==> src/rtl/bm_pkg.sv <==
package bm_pkg;
  localparam int unsigned BM_ENTRIES = 16;
  localparam int unsigned BM_TID_W   = 2;
  localparam int unsigned BM_BANK_W  = 3;
  localparam int unsigned BM_CAP_W   = 3;
endpackage

==> src/rtl/bm_entry_table.sv <==
module bm_entry_table #(
  parameter int unsigned ENTRIES = 16,
  parameter int unsigned TID_W   = 2,
  parameter int unsigned BANK_W  = 3,
  localparam int unsigned IDX_W  = $clog2(ENTRIES)
) (
  input  logic                               clk,
  input  logic                               rst,
  input  logic                               alloc_valid,
  input  logic [IDX_W-1:0]                   alloc_idx,
  input  logic [TID_W-1:0]                   alloc_tid,
  input  logic [BANK_W-1:0]                  alloc_bank,
  input  logic                               done_valid,
  input  logic [IDX_W-1:0]                   done_idx,
  output logic [ENTRIES-1:0]                 valid_q,
  output logic [ENTRIES-1:0][TID_W-1:0]      tid_q,
  output logic [ENTRIES-1:0][BANK_W-1:0]     bank_q,
  output logic [ENTRIES-1:0][ENTRIES-1:0]    older_q
);
  // older_q[i][j] = 1 : slot j arrived before slot i (relative order, no wrap)
  always_ff @(posedge clk) begin
    if (rst) begin
      valid_q <= '0;
      tid_q   <= '0;
      bank_q  <= '0;
      older_q <= '0;
    end else begin
      for (int i = 0; i < ENTRIES; i++) begin
        if (done_valid && done_idx == IDX_W'(i)) valid_q[i] <= 1'b0;
        if (alloc_valid && alloc_idx == IDX_W'(i)) begin
          valid_q[i] <= 1'b1;
          tid_q[i]   <= alloc_tid;
          bank_q[i]  <= alloc_bank;
          older_q[i] <= valid_q & ~(ENTRIES'(1) << i);
        end else if (alloc_valid) begin
          older_q[i][alloc_idx] <= 1'b0;
        end
      end
    end
  end
endmodule

==> src/rtl/bm_select.sv <==
module bm_select #(
  parameter int unsigned ENTRIES = 16,
  parameter int unsigned TID_W   = 2,
  parameter int unsigned BANK_W  = 3,
  parameter int unsigned CAP_W   = 3
) (
  input  logic [ENTRIES-1:0]              valid,
  input  logic [ENTRIES-1:0][TID_W-1:0]   tid,
  input  logic [ENTRIES-1:0][BANK_W-1:0]  bank,
  input  logic [ENTRIES-1:0][ENTRIES-1:0] older,
  input  logic [CAP_W-1:0]                cap,
  output logic [ENTRIES-1:0]              sel
);
  // A slot is chosen when fewer than cap older pending slots share its pair.
  for (genvar i = 0; i < ENTRIES; i++) begin : g_slot
    always_comb begin
      int ahead;
      ahead = 0;
      for (int j = 0; j < ENTRIES; j++) begin
        if (j != i && valid[j] && older[i][j] &&
            tid[j] == tid[i] && bank[j] == bank[i])
          ahead++;
      end
      sel[i] = valid[i] && (ahead < int'(cap));
    end
  end
endmodule

==> src/rtl/bm_mark_reg.sv <==
module bm_mark_reg #(
  parameter int unsigned ENTRIES = 16,
  parameter int unsigned BANK_W  = 3,
  parameter int unsigned CAP_W   = 3,
  localparam int unsigned IDX_W  = $clog2(ENTRIES),
  localparam int unsigned BANKS  = 1 << BANK_W
) (
  input  logic                            clk,
  input  logic                            rst,
  input  logic [ENTRIES-1:0]              valid,
  input  logic [ENTRIES-1:0]              sel,
  input  logic [ENTRIES-1:0][BANK_W-1:0]  bank,
  input  logic [CAP_W-1:0]                cap,
  input  logic                            done_valid,
  input  logic [IDX_W-1:0]                done_idx,
  output logic [ENTRIES-1:0]              mark_q,
  output logic [BANKS-1:0]                bank_flag_q,
  output logic                            start_q
);
  logic                 form;
  logic [ENTRIES-1:0]   clr;
  logic [ENTRIES-1:0]   mark_d;
  logic [BANKS-1:0]     flag_d;

  assign form = (mark_q == '0) && (|valid) && (cap != '0);

  always_comb begin
    clr    = done_valid ? (ENTRIES'(1) << done_idx) : '0;
    mark_d = (form ? sel : mark_q) & ~clr;
    flag_d = '0;
    for (int b = 0; b < BANKS; b++)
      for (int i = 0; i < ENTRIES; i++)
        if (mark_d[i] && bank[i] == BANK_W'(b)) flag_d[b] = 1'b1;
  end

  always_ff @(posedge clk) begin
    if (rst) begin
      mark_q      <= '0;
      bank_flag_q <= '0;
      start_q     <= 1'b0;
    end else begin
      mark_q      <= mark_d;
      bank_flag_q <= flag_d;
      start_q     <= form;
    end
  end
endmodule

==> src/rtl/batch_marker.sv <==
module batch_marker #(
  parameter int unsigned ENTRIES = bm_pkg::BM_ENTRIES,
  parameter int unsigned TID_W   = bm_pkg::BM_TID_W,
  parameter int unsigned BANK_W  = bm_pkg::BM_BANK_W,
  parameter int unsigned CAP_W   = bm_pkg::BM_CAP_W,
  localparam int unsigned IDX_W  = $clog2(ENTRIES),
  localparam int unsigned BANKS  = 1 << BANK_W
) (
  input  logic               clk,
  input  logic               rst,
  input  logic               alloc_valid,
  input  logic [IDX_W-1:0]   alloc_idx,
  input  logic [TID_W-1:0]   alloc_tid,
  input  logic [BANK_W-1:0]  alloc_bank,
  input  logic               done_valid,
  input  logic [IDX_W-1:0]   done_idx,
  input  logic [CAP_W-1:0]   mark_cap,
  output logic [ENTRIES-1:0] mark_vec,
  output logic [BANKS-1:0]   bank_has_mark,
  output logic               batch_start
);
  logic [ENTRIES-1:0]              valid_q;
  logic [ENTRIES-1:0][TID_W-1:0]   tid_q;
  logic [ENTRIES-1:0][BANK_W-1:0]  bank_q;
  logic [ENTRIES-1:0][ENTRIES-1:0] older_q;
  logic [ENTRIES-1:0]              sel;

  bm_entry_table #(.ENTRIES(ENTRIES), .TID_W(TID_W), .BANK_W(BANK_W)) u_table (
    .clk(clk), .rst(rst),
    .alloc_valid(alloc_valid), .alloc_idx(alloc_idx),
    .alloc_tid(alloc_tid), .alloc_bank(alloc_bank),
    .done_valid(done_valid), .done_idx(done_idx),
    .valid_q(valid_q), .tid_q(tid_q), .bank_q(bank_q), .older_q(older_q)
  );

  bm_select #(.ENTRIES(ENTRIES), .TID_W(TID_W), .BANK_W(BANK_W), .CAP_W(CAP_W)) u_select (
    .valid(valid_q), .tid(tid_q), .bank(bank_q), .older(older_q),
    .cap(mark_cap), .sel(sel)
  );

  bm_mark_reg #(.ENTRIES(ENTRIES), .BANK_W(BANK_W), .CAP_W(CAP_W)) u_marks (
    .clk(clk), .rst(rst),
    .valid(valid_q), .sel(sel), .bank(bank_q), .cap(mark_cap),
    .done_valid(done_valid), .done_idx(done_idx),
    .mark_q(mark_vec), .bank_flag_q(bank_has_mark), .start_q(batch_start)
  );
endmodule

==> config.mk <==
export PLATFORM = sky130hd
export DESIGN_NAME = batch_marker
export DESIGN_NICKNAME = d
export VERILOG_FILES = /design/src/rtl/bm_pkg.sv /design/src/rtl/bm_entry_table.sv /design/src/rtl/bm_select.sv /design/src/rtl/bm_mark_reg.sv /design/src/rtl/batch_marker.sv
export SDC_FILE = /design/constraint.sdc
export NUM_CORES = 2
export LEC_CHECK = 0
export ABC_AREA = 0
export BUFFER_PORTS_ARGS = -buffer_cell sky130_fd_sc_hd__buf_2
export CAP_MARGIN = 25
export CORE_UTILIZATION = 25
export CTS_BUF_LIST = sky130_fd_sc_hd__clkbuf_8
export CTS_CLUSTER_SIZE = 30
export DETAILED_ROUTE_END_ITERATION = 7
export SETUP_SLACK_MARGIN = 0.2
export SLEW_MARGIN = 20
export SYNTH_ARGS = -nofsm -noshare
export SYNTH_HDL_FRONTEND = slang
export SYNTH_HIERARCHICAL = 1
export SYNTH_SLANG_ARGS = --single-unit
==> constraint.sdc <==
create_clock -name clk -period 12.1 [get_ports clk]
set_input_delay 3.025 -clock clk [delete_from_list [all_inputs] [get_ports clk]]
set_output_delay 3.025 -clock clk [all_outputs]
set_load 0.005 [all_outputs]
==> flow_metrics.py <==
metrics = {
    "outcome": {
        "status": "finished, final reports clean",
    },
    "setup_path": {
        "cpMostUsedCell": "ha_1",
        "cp_top_family": "adder cells",
        "worstPathMaxFanout": 12,
        "arrival_ns": 12.17,
        "crit_buf_inv": 3,
        "rr_startpoint": "u_table/bank_q[9]$_SDFFE_PP0P_",
        "required_ns": 12.71,
        "endpoint_kind": "flop",
        "slowest_delay_ns": 0.45,
        "startpoint": "u_table/bank_q[9]$_SDFFE_PP0P_",
        "critPathSlowestCell": "or3_4",
        "worstSetupPathType": "flop to flop",
        "startpoint_type": "flop",
    },
    "global_route": {
        "antenna_found_initial": 17,
        "grt.total_usage_pct": 20.1,
        "grt_pass1_wl_um": 312000,
        "gr-total-overflow": 0,
        "grt_pass1_vias": 48300,
        "grt_max_degree": 110,
    },
    "drt": {
        "drc_errors": 0,
        "drt_iter0_markers": 6257,
        "vias": 52900,
        "wirelength_um": 216000,
        "wire_per_inst_um": 23.2,
        "first_pass_iters": 6,
        "antenna_left": 0,
        "vias_per_cell": 5.67,
    },
    "final_layout": {
        "nNetsFinal": 6887,
        "mostFrequentLayoutCells": "xnor2_1, nand2_1, nand3_1, a21oi_1, xor2_1",
        "fin_area_um2": 55700,
        "final_common_cell": "xnor2_1",
        "seqCellArea_um2": 7280,
        "fillers": 21300,
        "drive_above_1_share_pct": 13.1,
        "finalNonFillerCells": 9323,
        "area_growth_pct": 11.5,
        "final_core_util_pct": 28.1,
        "multi_input_area_um2": 40200,
    },
    "sta": {
        "rsz0062_at_grt": "false",
        "hold_ws_ns": 0.472,
        "slew_viol_final": 0,
        "final.setup.tns_ns": 0,
        "fmax_ghz": 0.0865,
        "hold_viol": 0,
        "skew_ns": 0.0723,
        "worstMarginPinSlew_ns": 1.30,
        "relSlewSlack_pct": 12.9,
        "min_period_over_period_pct": 95.5,
        "fin_crit_ns": 11.56,
        "setup_viol": 0,
    },
    "clocking": {
        "cts_root_buf": "clkbuf_8",
        "hold_buffers": 0,
        "htree_levels": 3,
        "clk_pin_slew_ns": 0.07,
        "cts_buffers": 70,
        "clock_latency_ns": 0.73,
        "cts_tree": "built",
        "cts_buffer_depth": 3,
        "cts_sinks": 361,
    },
    "place": {
        "port-buffer-count": 44,
        "place_congestion": 1.03,
        "place_area_um2": 52800,
        "numPlacedInstances": 9157,
        "dp_hpwl_um": 153000,
    },
    "die": {
        "die_h_um": 449,
        "core_um2": 198000,
        "initial_utilization_pct": 25.2,
        "die_area_um2": 202000,
        "dieWidth_um": 449,
        "num_rows": 163,
        "io_pins": 45,
    },
    "logic_synthesis": {
        "synth_area_um2": 50000,
        "syn_nets": 6982,
        "syn_avg_cell_area_um2": 7.43,
        "netlist_instances": 6722,
        "ys.warnings.count": 6,
    },
    "pwr": {
        "p_leak_uw": 0.0225,
        "peakVddDrop_mv": 0.0669,
        "p_per_area_nw_per_um2": 54.8,
    },
    "hold_path": {
        "hp-start": "u_table/older_q[142]$_SDFFE_PP0P_",
        "hold_class": "flop to flop",
    },
    "flow_run": {
        "drv_cap": 0,
    },
}
[worst min-delay path, stage by stage, from the launching register on]
cell,delay (ns)
dfxtp_1,0.31
o21ai_0,0.06
a21oi_1,0.06
[what timing repair did]
item,in CTS,in global routing
buffers inserted,0,32
pin swaps,0,35
setup endpoints to repair,8,14
gates resized for setup,13,222
[area by class of cell]
| cell class | instances | area share (%) |
|---|---|---|
| clock buffer | 87 | 2.15 |
| multi-input combinational | 5665 | 72.2 |
| tap | 2640 | 5.93 |
| clock inverter | 36 | 0.517 |
| timing repair buffer | 327 | 4.76 |
| sequential | 361 | 13.1 |
| inverter | 202 | 1.36 |
| antenna | 5 | 0.0225 |
[final timing paths]
| kind | endpoint | slack, ns | cells after the start |
|---|---|---|---|
| max | u_marks/bank_flag_q[2]$_SDFF_PP0_ | 0.54 | 50 |
| min | u_table/older_q[142]$_SDFFE_PP0P_ | 0.47 | 2 |
| max reg2reg | u_marks/bank_flag_q[2]$_SDFF_PP0_ | 0.54 | 50 |
| min reg2reg | u_table/older_q[142]$_SDFFE_PP0P_ | 0.47 | 2 |
[per-stage QoR]
step | total power (µW) | setup slack (ns)
4_1_cts | 3000 | 0.170
2_1_floorplan | 1460 | 1.13
3_3_place_gp | 1650 | -0.0760
6_report | 3050 | 0.544
5_1_grt | 3100 | 0.0611
3_5_place_dp | 1650 | -0.200
[layer usage]
layer	share of wire, %	vias up	wire (µm)	GRT usage, %
met4	6.7	16	14600	11.3
li1	-	23800	-	-
met5	0.049	-	107	0
met1	40	25200	85800	25.6
met2	41	3123	89700	30.4
met3	12	731	26300	5.46
[state kept, by name (all words and copies together), names as in the netlist]
register,cells
u_marks/start_q,1
u_table/older_q,240
u_marks/mark_q,16
u_table/bank_q,48
u_marks/bank_flag_q,8
u_table/valid_q,16
u_table/tid_q,32
[power breakdown]
part	switching (µW)	total [µW]	internal, µW	leakage (µW)
combinational	356	454	98.8	0.0187
sequential	14.9	1210	1200	0.00293
clock	648	1390	738	0.000838
No activity file was read; power rests on OpenSTA's default activity.
